### config.mk
export PLATFORM = sky130hd
export DESIGN_NAME = sysctl_regs
export DESIGN_NICKNAME = d
export VERILOG_FILES = /design/src/rtl/sysctl_pkg.sv /design/src/rtl/sysctl_bus_fsm.sv /design/src/rtl/sysctl_w1c_reg.sv /design/src/rtl/sysctl_swtrig.sv /design/src/rtl/sysctl_regs.sv
export SDC_FILE = /design/constraint.sdc
export NUM_CORES = 1
export LEC_CHECK = 0
export BUFFER_PORTS_ARGS = -buffer_cell sky130_fd_sc_hd__buf_2
export CAP_MARGIN = 30
export CORE_MARGIN = 4
export CORE_UTILIZATION = 35
export DETAILED_ROUTE_END_ITERATION = 8
export GPL_ROUTABILITY_DRIVEN = 0
export GPL_TIMING_DRIVEN = 0
export REMOVE_ABC_BUFFERS = 1
export SLEW_MARGIN = 20
export SYNTH_ARGS = -nofsm -noshare
export SYNTH_HDL_FRONTEND = slang
export SYNTH_SLANG_ARGS = --single-unit
### constraint.sdc
create_clock -name clk -period 2.3 [get_ports clk]
set_input_delay 0 -clock clk [delete_from_list [all_inputs] [get_ports clk]]
set_output_delay 0 -clock clk [all_outputs]
set_load 0.005 [all_outputs]
### src/rtl/sysctl_pkg.sv
package sysctl_pkg;

    typedef enum logic [0:0] {
        BUS_IDLE = 1'b0,
        BUS_ACK  = 1'b1
    } bus_state_e;

    localparam int ADDR_W  = 12;
    localparam int DATA_W  = 32;
    localparam int IRQ_W   = 9;
    localparam int N_STAT  = 3;

    localparam logic [ADDR_W-1:0] OFF_CALIB  = 12'h01c;
    localparam logic [ADDR_W-1:0] OFF_ICSR   = 12'hd04;
    localparam logic [ADDR_W-1:0] OFF_VTOR   = 12'hd08;
    localparam logic [ADDR_W-1:0] OFF_AIRCR  = 12'hd0c;
    localparam logic [ADDR_W-1:0] OFF_CCR    = 12'hd14;
    localparam logic [ADDR_W-1:0] OFF_SHCSR  = 12'hd24;
    localparam logic [ADDR_W-1:0] OFF_CFSR   = 12'hd28;
    localparam logic [ADDR_W-1:0] OFF_HFSR   = 12'hd2c;
    localparam logic [ADDR_W-1:0] OFF_DFSR   = 12'hd30;
    localparam logic [ADDR_W-1:0] OFF_MMAR   = 12'hd34;
    localparam logic [ADDR_W-1:0] OFF_BFAR   = 12'hd38;
    localparam logic [ADDR_W-1:0] OFF_AUX    = 12'hd3c;
    localparam logic [ADDR_W-1:0] OFF_SWTRIG = 12'hf00;

    localparam logic [DATA_W-1:0] CCR_KEEP    = 32'h0000_031b;
    localparam int                CCR_UPEND   = 1;
    localparam logic [DATA_W-1:0] AIRCR_CONST = 32'hfa05_0000;
    localparam logic [DATA_W-1:0] CALIB_CONST = 32'd10000;
    localparam logic [9:0]        EXC_NONE    = 10'd1023;
    localparam int                SH_EN_LSB   = 16;

endpackage

### src/rtl/sysctl_bus_fsm.sv
module sysctl_bus_fsm
    import sysctl_pkg::*;
(
    input  logic clk,
    input  logic rst_n,
    input  logic req_valid,
    output logic accept,
    output logic rsp_valid
);

    bus_state_e state_q, state_d;

    always_comb begin
        state_d = state_q;
        unique case (state_q)
            BUS_IDLE: state_d = req_valid ? BUS_ACK : BUS_IDLE;
            BUS_ACK:  state_d = req_valid ? BUS_ACK : BUS_IDLE;
            default:  state_d = BUS_IDLE;
        endcase
    end

    always_ff @(posedge clk) begin
        if (!rst_n) state_q <= BUS_IDLE;
        else        state_q <= state_d;
    end

    always_comb begin
        accept    = req_valid;
        rsp_valid = (state_q == BUS_ACK);
    end


    rsp_follows_req_chk: assert property (@(posedge clk) disable iff (!rst_n)
        req_valid |=> rsp_valid);


    rsp_has_cause_chk: assert property (@(posedge clk) disable iff (!rst_n)
        (req_valid == 1'b0) |=> !rsp_valid);

endmodule

### src/rtl/sysctl_w1c_reg.sv
module sysctl_w1c_reg #(
    parameter int WIDTH = 32
) (
    input  logic             clk,
    input  logic             rst_n,
    input  logic [WIDTH-1:0] set_i,
    input  logic [WIDTH-1:0] clr_i,
    output logic [WIDTH-1:0] stat_q
);

    always_ff @(posedge clk) begin
        if (!rst_n) stat_q <= '0;
        else        stat_q <= (stat_q & ~clr_i) | set_i;
    end


    set_wins_chk: assert property (@(posedge clk) disable iff (!rst_n)
        (set_i != '0) |=> (($past(set_i) & ~stat_q) == '0));


    clear_takes_chk: assert property (@(posedge clk) disable iff (!rst_n)
        (clr_i != '0) |=> (($past(clr_i & ~set_i) & stat_q) == '0));


    zero_keeps_chk: assert property (@(posedge clk) disable iff (!rst_n)
        1'b1 |=> (($past(stat_q & ~clr_i) & ~stat_q) == '0));

endmodule

### src/rtl/sysctl_swtrig.sv
module sysctl_swtrig
    import sysctl_pkg::*;
#(
    parameter int NUM_IRQ = 64
) (
    input  logic             clk,
    input  logic             rst_n,
    input  logic             hit,
    input  logic             priv,
    input  logic             user_pend_en,
    input  logic [IRQ_W-1:0] irq_num,
    output logic             pend_valid,
    output logic [IRQ_W-1:0] pend_irq
);

    logic in_range;
    logic allowed;

    always_comb begin
        in_range = (32'(irq_num) < NUM_IRQ);
        allowed  = priv || user_pend_en;
    end

    always_ff @(posedge clk) begin
        if (!rst_n) begin
            pend_valid <= 1'b0;
            pend_irq   <= '0;
        end else begin
            pend_valid <= hit && in_range && allowed;
            if (hit && in_range && allowed) pend_irq <= irq_num;
        end
    end


    pend_in_range_chk: assert property (@(posedge clk) disable iff (!rst_n)
        pend_valid |-> (32'(pend_irq) < NUM_IRQ));


    pend_needs_hit_chk: assert property (@(posedge clk) disable iff (!rst_n)
        !hit |=> !pend_valid);


    pend_gated_chk: assert property (@(posedge clk) disable iff (!rst_n)
        (hit && !priv && !user_pend_en) |=> !pend_valid);

endmodule

### src/rtl/sysctl_regs.sv
module sysctl_regs
    import sysctl_pkg::*;
#(
    parameter int NUM_IRQ    = 64,
    parameter int VTOR_ALIGN = 7
) (
    input  logic              clk,
    input  logic              rst_n,
    input  logic              req_valid,
    input  logic              req_write,
    input  logic [ADDR_W-1:0] req_addr,
    input  logic [DATA_W-1:0] req_wdata,
    input  logic              req_priv,
    output logic              rsp_valid,
    output logic [DATA_W-1:0] rsp_rdata,
    input  logic [9:0]        core_exc_num,
    input  logic              mm_fault_active,
    input  logic [DATA_W-1:0] cfsr_set,
    input  logic [DATA_W-1:0] hfsr_set,
    input  logic [DATA_W-1:0] dfsr_set,
    output logic              pend_valid,
    output logic [IRQ_W-1:0]  pend_irq,
    output logic [DATA_W-1:0] ccr_value,
    output logic [DATA_W-1:0] vtor_value,
    output logic [2:0]        fault_hnd_en
);

    localparam logic [DATA_W-1:0] VTOR_MASK = ~((DATA_W'(1) << VTOR_ALIGN) - 1);
    localparam int WA = ADDR_W - 2;

    logic              accept;
    logic              wr_en;
    logic              rd_en;
    logic [WA-1:0]     widx;
    logic [DATA_W-1:0] ccr_q, vtor_q, mmar_q, bfar_q;
    logic [2:0]        hnd_en_q;
    logic [DATA_W-1:0] rd_mux;
    logic [DATA_W-1:0] rdata_q;

    logic [ADDR_W-1:0] stat_off [N_STAT];
    logic [DATA_W-1:0] stat_set [N_STAT];
    logic [DATA_W-1:0] stat_clr [N_STAT];
    logic [DATA_W-1:0] stat_val [N_STAT];

    sysctl_bus_fsm u_fsm (
        .clk       (clk),
        .rst_n     (rst_n),
        .req_valid (req_valid),
        .accept    (accept),
        .rsp_valid (rsp_valid)
    );

    always_comb begin
        wr_en = accept && req_write;
        rd_en = accept && !req_write;
        widx  = req_addr[ADDR_W-1:2];
    end

    always_comb begin
        stat_off[0] = OFF_CFSR;
        stat_off[1] = OFF_HFSR;
        stat_off[2] = OFF_DFSR;
        stat_set[0] = cfsr_set;
        stat_set[1] = hfsr_set;
        stat_set[2] = dfsr_set;
    end

    for (genvar g = 0; g < N_STAT; g++) begin : g_stat
        always_comb begin
            stat_clr[g] = (wr_en && widx == stat_off[g][ADDR_W-1:2]) ? req_wdata : '0;
        end

        sysctl_w1c_reg #(.WIDTH(DATA_W)) u_stat (
            .clk    (clk),
            .rst_n  (rst_n),
            .set_i  (stat_set[g]),
            .clr_i  (stat_clr[g]),
            .stat_q (stat_val[g])
        );
    end

    always_ff @(posedge clk) begin
        if (!rst_n) begin
            ccr_q    <= '0;
            vtor_q   <= '0;
            mmar_q   <= '0;
            bfar_q   <= '0;
            hnd_en_q <= '0;
        end else if (wr_en) begin
            if (widx == OFF_CCR[ADDR_W-1:2])   ccr_q    <= req_wdata & CCR_KEEP;
            if (widx == OFF_VTOR[ADDR_W-1:2])  vtor_q   <= req_wdata & VTOR_MASK;
            if (widx == OFF_MMAR[ADDR_W-1:2])  mmar_q   <= req_wdata;
            if (widx == OFF_BFAR[ADDR_W-1:2])  bfar_q   <= req_wdata;
            if (widx == OFF_SHCSR[ADDR_W-1:2]) hnd_en_q <= req_wdata[SH_EN_LSB +: 3];
        end
    end

    sysctl_swtrig #(.NUM_IRQ(NUM_IRQ)) u_trig (
        .clk          (clk),
        .rst_n        (rst_n),
        .hit          (wr_en && widx == OFF_SWTRIG[ADDR_W-1:2]),
        .priv         (req_priv),
        .user_pend_en (ccr_q[CCR_UPEND]),
        .irq_num      (req_wdata[IRQ_W-1:0]),
        .pend_valid   (pend_valid),
        .pend_irq     (pend_irq)
    );

    always_comb begin
        rd_mux = '0;
        case (widx)
            OFF_CALIB[ADDR_W-1:2]: rd_mux = CALIB_CONST;
            OFF_ICSR[ADDR_W-1:2]:
                rd_mux[8:0] = (core_exc_num == EXC_NONE) ? 9'd0 : core_exc_num[8:0];
            OFF_VTOR[ADDR_W-1:2]:  rd_mux = vtor_q;
            OFF_AIRCR[ADDR_W-1:2]: rd_mux = AIRCR_CONST;
            OFF_CCR[ADDR_W-1:2]:   rd_mux = ccr_q;
            OFF_SHCSR[ADDR_W-1:2]: begin
                rd_mux[SH_EN_LSB +: 3] = hnd_en_q;
                rd_mux[0]              = mm_fault_active;
            end
            OFF_CFSR[ADDR_W-1:2]:  rd_mux = stat_val[0];
            OFF_HFSR[ADDR_W-1:2]:  rd_mux = stat_val[1];
            OFF_DFSR[ADDR_W-1:2]:  rd_mux = stat_val[2];
            OFF_MMAR[ADDR_W-1:2]:  rd_mux = mmar_q;
            OFF_BFAR[ADDR_W-1:2]:  rd_mux = bfar_q;
            default:               rd_mux = '0;
        endcase
    end

    always_ff @(posedge clk) begin
        if (!rst_n)     rdata_q <= '0;
        else if (rd_en) rdata_q <= rd_mux;
        else            rdata_q <= '0;
    end

    always_comb begin
        rsp_rdata    = rdata_q;
        ccr_value    = ccr_q;
        vtor_value   = vtor_q;
        fault_hnd_en = hnd_en_q;
    end


    ccr_reserved_chk: assert property (@(posedge clk) disable iff (!rst_n)
        (ccr_value & ~CCR_KEEP) == '0);


    vtor_aligned_chk: assert property (@(posedge clk) disable iff (!rst_n)
        (vtor_value & ~VTOR_MASK) == '0);


    write_quiet_chk: assert property (@(posedge clk) disable iff (!rst_n)
        (req_valid && req_write) |=> (rsp_rdata == '0));

endmodule

After elaboration in Yosys (flattened, before gate mapping)
Cells that the tools add are included.
Widths: inputs -> output; s select.

storage, ports and cells
  flip-flop bits (word level) = 237
  output and inout bits = 110

cells by class
  $lt $le $gt $ge = 1
  eq/ne operators = 13
  multiplexer cells = 10
  bitwise operators = 9
  reduce and logical (&&, ||, !) cells = 16

operators by type and width
  cell                  count
  $eq 10x10->1 const B  12
  $and 32x32->32        3
  $mux 32               3
  $not 32->32           3
  $or 32x32->32         3
  $pmux 13 s7           1
  $pmux 8 s9            1
  $pmux 7 s8            1
  $pmux 3 s8            1
  $reduce_and 2->1      6
  $eq 10x3->1 const B   1
  $lt 9x7->1 const B    1
  $mux 9                1
  $logic_and 1x1->1     8
  $pmux 1 s8            1
  $logic_not 1->1       1
  $logic_or 1x1->1      1
  $mux 1                1

Logic depth before layout (Yosys ltp)
  depth after elaboration = 6
  gate-level depth with buffers = 8
  mapped depth without buffers = 5

By module
Synthesis repeated with hierarchy kept, for this count alone.

unflattened totals
  cell total of the unflattened synthesis = 1235
  area total of the unflattened synthesis = 11110.7 sq um

by module, submodules not included
  module          instances  cells each  area an instance (sq um)
  sysctl_regs     1          898         7359.6
  sysctl_w1c_reg  3          99          1114.8
  sysctl_swtrig   1          37          372.9
  sysctl_bus_fsm  1          3           33.8

Worst setup path after synthesis
No wires, ideal clock.

  kind = input to register
  start = input port req_addr[9]
  end = register g_stat[2].u_stat.stat_q[13]
  library setup time = 119 ps
  arrival time = 1577 ps
  setup slack = 604 ps
  stages = 7
  cells stage by stage = or4b_1 > buf_4 > or3_1 > buf_2 > nor2_2 > buf_4 > a21oi_1

on the way
  word-level cells in the longest chain between the ends = 6

RTL lines
  item                  RTL line              source
  start, declared       sysctl_regs.sv:11     input logic [ADDR_W-1:0] req_addr,
  $eq 10x10->1          sysctl_regs.sv:70     stat_clr[g] = (wr_en && widx == stat_off[g][ADDR_W-1:2]) ? req_wdata : '0;
  $logic_and 1x1->1     sysctl_regs.sv:70
  $mux 32               sysctl_regs.sv:70
  $not 32->32           sysctl_w1c_reg.sv:13  else stat_q <= (stat_q & ~clr_i) | set_i;
  $and 32x32->32        sysctl_w1c_reg.sv:13
  $or 32x32->32         sysctl_w1c_reg.sv:13
  end signal, assigned  sysctl_w1c_reg.sv:13
  end, declared         sysctl_w1c_reg.sv:8   output logic [WIDTH-1:0] stat_q

No other way between the ends.
A chain may end at the register's enable or synchronous reset.

Worst setup path in the final report
  start = input port req_addr[5]
  end = register g_stat[2].u_stat.stat_q[11]

Same word-level chain as after synthesis.

==> metrics.md <==
| Metric | Value |
|---|---|
| Outcome | `completed` |
| Final-report max-slew violation count | `0` |
| H-tree level count | `1` |
| Count of distinct cell types in the synthesized netlist | `57` |
| Nature of the critical path endpoint | `flop` |
| Post-Synthesis Cell Area | `0.0105 mm2` |
| Leakage power figure | `0.00585 uW` |
| Final routed DRC violation total | `0` |
| Number of enable flip-flop cells after synthesis | `0` |
| Area of the die | `0.0329 mm2` |
| Type of the worst min-delay path | `in -> reg` |
| Area growth, synth to finish | `37.7%` |
| Leading cell types by total area after synthesis | `sky130_fd_sc_hd__dfxtp_1 45%, sky130_fd_sc_hd__o21a_1 9.1%, sky130_fd_sc_hd__nand2_1 8.4%, sky130_fd_sc_hd__a21boi_1 5.6%, sky130_fd_sc_hd__mux2i_1 4.8%` |
| Gate count of the mapped netlist | `1,206` |
| Clock period minus final worst setup slack | `2180 ps` |
| GRT Overall Usage | `22.7%` |
| Net switching power figure | `2220 uW` |
| Number of global-route vias before repair | `10,200` |
| Worst-path maximum fanout | `28` |
| Average instance area after synthesis | `8.73 um2` |
| Final setup skew | `7.98 ps` |
| Final instance area | `0.0145 mm2` |
| Final setup vio count | `0` |
| First-pass DRT Iterations | `5` |
| Share of total power in the clock network | `46.5%` |
| Setup repair after global routing missed its margin | `true` |
| DRT Wirelength | `38,800 um` |
| Global-route wire length before repair | `59,400 um` |
| Post-Place Worst Slack | `-830 ps` |
| Critical Path Slowest Stage Cell | `sky130_fd_sc_hd__or3_4` |
| Number of antenna violations at the first check in global routing | `1` |
| Pwr per Cell Area | `666 mW/mm2` |
| Multiplexer share of the synthesized area | `5.93%` |
| Path type of the worst setup path | `in -> reg` |
| Number of placement rows | `63` |
| Cts bufs inserted | `27` |
| Per-cell routed wire length | `19.8 um` |
| Sequential cell area | `0.00474 mm2` |
| Reg power frac | `44.4%` |
| Clock slew at the register clock pins of the worst setup and hold paths | `60 ps` |
| Synth Flop Type | `sky130_fd_sc_hd__dfxtp_1` |
| DR vias | `10,200` |
| Post-synthesis sequential area ratio | `45.1%` |
| Worst skew pair latency | `540 ps` |
| Peak per-stage delay on the critical path | `690 ps` |
| TritonCTS clock tree | `built` |
| R2r setup slk | `910 ps` |
| Library cell used as clock root buffer | `sky130_fd_sc_hd__clkbuf_16` |
| Switching power share of the total | `23.0%` |
| Area taken by multi-input logic gates | `0.00531 mm2` |
| Share of the cycle needed by the critical path after routing | `95.0%` |
| Number of clock sinks seen by CTS | `237` |
| Max clock buf depth | `3` |
| Max-capacitance violation count | `0` |
| Peak clock frequency supported by timing | `0.458 GHz` |
| Xor and xnor fraction of the mapped netlist area | `0%` |
| Nets@finish | `1,706` |
| DP Cell Count | `1,754` |
| Worst relative slew slack | `32.7%` |
| Yosys synthesis warning count | `0` |
| DR iter-0 viols | `588` |
| Peak supply drop | `0.480 mV` |
| Data required time at the worst endpoint | `2730 ps` |
| Number of hold-slack violations in the final timing report | `0` |
| Arr. time, crit path | `2610 ps` |
| Count of buffers from port buffering | `230` |
| Adder and majority cell fraction of the synthesized area | `0%` |
| Cell internal pwr | `7440 uW` |
| Cell with the most instances after synthesis | `sky130_fd_sc_hd__dfxtp_1` |
| Yosys top cell by area | `sky130_fd_sc_hd__dfxtp_1` |
| Leading post-synthesis cells by instance count | `237 x sky130_fd_sc_hd__dfxtp_1, 235 x sky130_fd_sc_hd__nand2_1, 128 x sky130_fd_sc_hd__o21a_1` |
| Filler cell count | `2,832` |
| Hold slack | `64.3 ps` |
| Detailed placement HPWL | `24,800 um` |
| Standard cell area after detailed placement | `0.0120 mm2` |
| Non-filler cells in the finished layout | `1,960` |
| Vertical extent of the die | `181 um` |
| Post-DR vias/cell | `5.21` |
| Post-Synth Simple-Gate Area | `16.4%` |
| Slew at the pin closest to its max-slew limit | `1010 ps` |
| Top-level I/O count | `266` |
| Main combinational cell family by area after synthesis | `compound AO/OA/AOI/OAI gates` |
| Initial cell density of the core | `35.5%` |
| Startpoint types | `input pin` |
| Synthesized-area fraction occupied by ao, oa, aoi and oai cells | `26.3%` |
| Total congestion overflow | `0` |
| Ys async rst share | `0%` |
| Combinational Power Share | `9.1%` |
| Final antenna-violating net count | `0` |
| Placeable core region | `0.0296 mm2` |
| Number of flip-flops and latches in the synthesized netlist | `237` |
| Area fraction of the dominant cell type after synthesis | `45.1%` |
| Crit path setup slack, layout | `116 ps` |
| Maximum number of pins on one net before global-route repair | `117` |
| Fraction of layout cells with a size suffix above 1 | `20.8%` |
| List of cells traversed by the critical path | `buf_2 -> nand3b_1 -> or3_4 -> nor2_4 -> buf_16 -> a21oi_1` |
| Die X-Extent | `181 um` |
-- registers in the layout (all words and copies together) (netlist names) --
name and count:
g_stat.u_stat.stat_q 96, bfar_q 32, vtor_value 25, u_fsm.rsp_valid 1
fault_hnd_en 3, mmar_q 32, ccr_value 6, rsp_rdata 32
u_trig.pend_valid 1, u_trig.pend_irq 9
-- worst max-delay path: cells and delay by family --
kind / cells / cell delay [ps]
compound gates: 1 / 80
buf+inv: 2 / 790
simple gates: 3 / 1690
-- stage by stage --
| step | total power [uW] | util [%] | setup TNS (ps) |
|---|---|---|---|
| after floorplan | 4670 | - | -4610 |
| after global placement | 5040 | 39.2 | -454240 |
| after detailed placement | 5050 | 40.5 | -81520 |
| after CTS | 9730 | 48.9 | 0 |
| after global routing | 10000 | 48.9 | -41.6 |
| final | 9660 | 48.9 | 0 |
-- layer usage --
metal | routed length, um | track usage, % | vias up
met1 | 16600 | 29.7 | 4823
met2 | 18100 | 37.7 | 434
met5 | 0 | 0 | -
met3 | 2840 | 4.19 | 81
li1 | - | - | 4865
met4 | 1250 | 8.29 | 0
-- layout make-up --
type / instances / share of cell area [%]
timing repair buffer: 401 / 20.9
sequential: 237 / 32.7
clock inverter: 9 / 0.880
antenna: 1 / 0.0173
inverter: 1 / 0.0259
multi-input combinational: 882 / 36.6
tap: 390 / 3.36
clock buffer: 39 / 5.52
-- cell families (layout without fill, tap and decap cells) --
| kind of cell | after synthesis | in the layout |
|---|---|---|
| AND/OR/NAND/NOR | 388 | 389 |
| AO/OA/AOI/OAI | 399 | 399 |
| other | 1 | 34 |
| buffers and inverters | 120 | 450 |
| flip-flops | 237 | 237 |
| multiplexers | 61 | 61 |
-- timing repair --
action | in CTS | in global routing
hold buffers | 155 | 0
pin swaps | 1 | 1
cloned | 1 | 0
setup buffers | 0 | 1
hold endpoints to repair | 221 | 0
resized for setup | 2 | 1
endpoints found under the setup margin | 39 | 34
-- path summary, 6_finish.rpt --
kind | depth (start not counted) | to | start
worst max-delay path | 6 | g_stat[2].u_stat.stat_q[11] | req_addr[5]
worst min-delay path | 4 | u_trig.pend_valid | req_priv
worst max register to register | 6 | u_trig.pend_irq[0] | ccr_value[1]
worst min register to register | 2 | bfar_q[17] | bfar_q[17]
-- cell usage in the layout (no fill, tap or decap), types with 4 or more instances in the layout --
cell type / count
sky130_fd_sc_hd__a21boi_0: 11
sky130_fd_sc_hd__a21boi_1: 78
sky130_fd_sc_hd__a21oi_1: 69
sky130_fd_sc_hd__a221oi_1: 12
sky130_fd_sc_hd__a22oi_1: 25
sky130_fd_sc_hd__a31oi_1: 9
sky130_fd_sc_hd__and3_1: 5
sky130_fd_sc_hd__buf_16: 6
sky130_fd_sc_hd__buf_2: 228
sky130_fd_sc_hd__buf_8: 6
sky130_fd_sc_hd__clkbuf_1: 4
sky130_fd_sc_hd__clkbuf_16: 27
sky130_fd_sc_hd__clkbuf_8: 8
sky130_fd_sc_hd__clkinv_2: 4
sky130_fd_sc_hd__conb_1: 33
sky130_fd_sc_hd__dfxtp_1: 237
sky130_fd_sc_hd__dlygate4sd3_1: 155
sky130_fd_sc_hd__mux2_2: 11
sky130_fd_sc_hd__mux2i_1: 50
sky130_fd_sc_hd__nand2_1: 231
sky130_fd_sc_hd__nand2_2: 4
sky130_fd_sc_hd__nand3_1: 5
sky130_fd_sc_hd__nand4_1: 5
sky130_fd_sc_hd__nor2_1: 67
sky130_fd_sc_hd__nor2b_1: 19
sky130_fd_sc_hd__nor3_1: 14
sky130_fd_sc_hd__nor4_1: 4
sky130_fd_sc_hd__o21a_1: 128
sky130_fd_sc_hd__o21ai_0: 38
sky130_fd_sc_hd__o22ai_1: 8
-- power groups by stage --
stage	clock (uW)	combinational, uW	sequential (uW)
after floorplan	0	310	4360
after global placement	0	669	4380
after detailed placement	0	674	4380
after CTS	4570	874	4290
after global routing	4750	959	4300
final	4490	881	4290
Power figures use the tool's default switching activity.
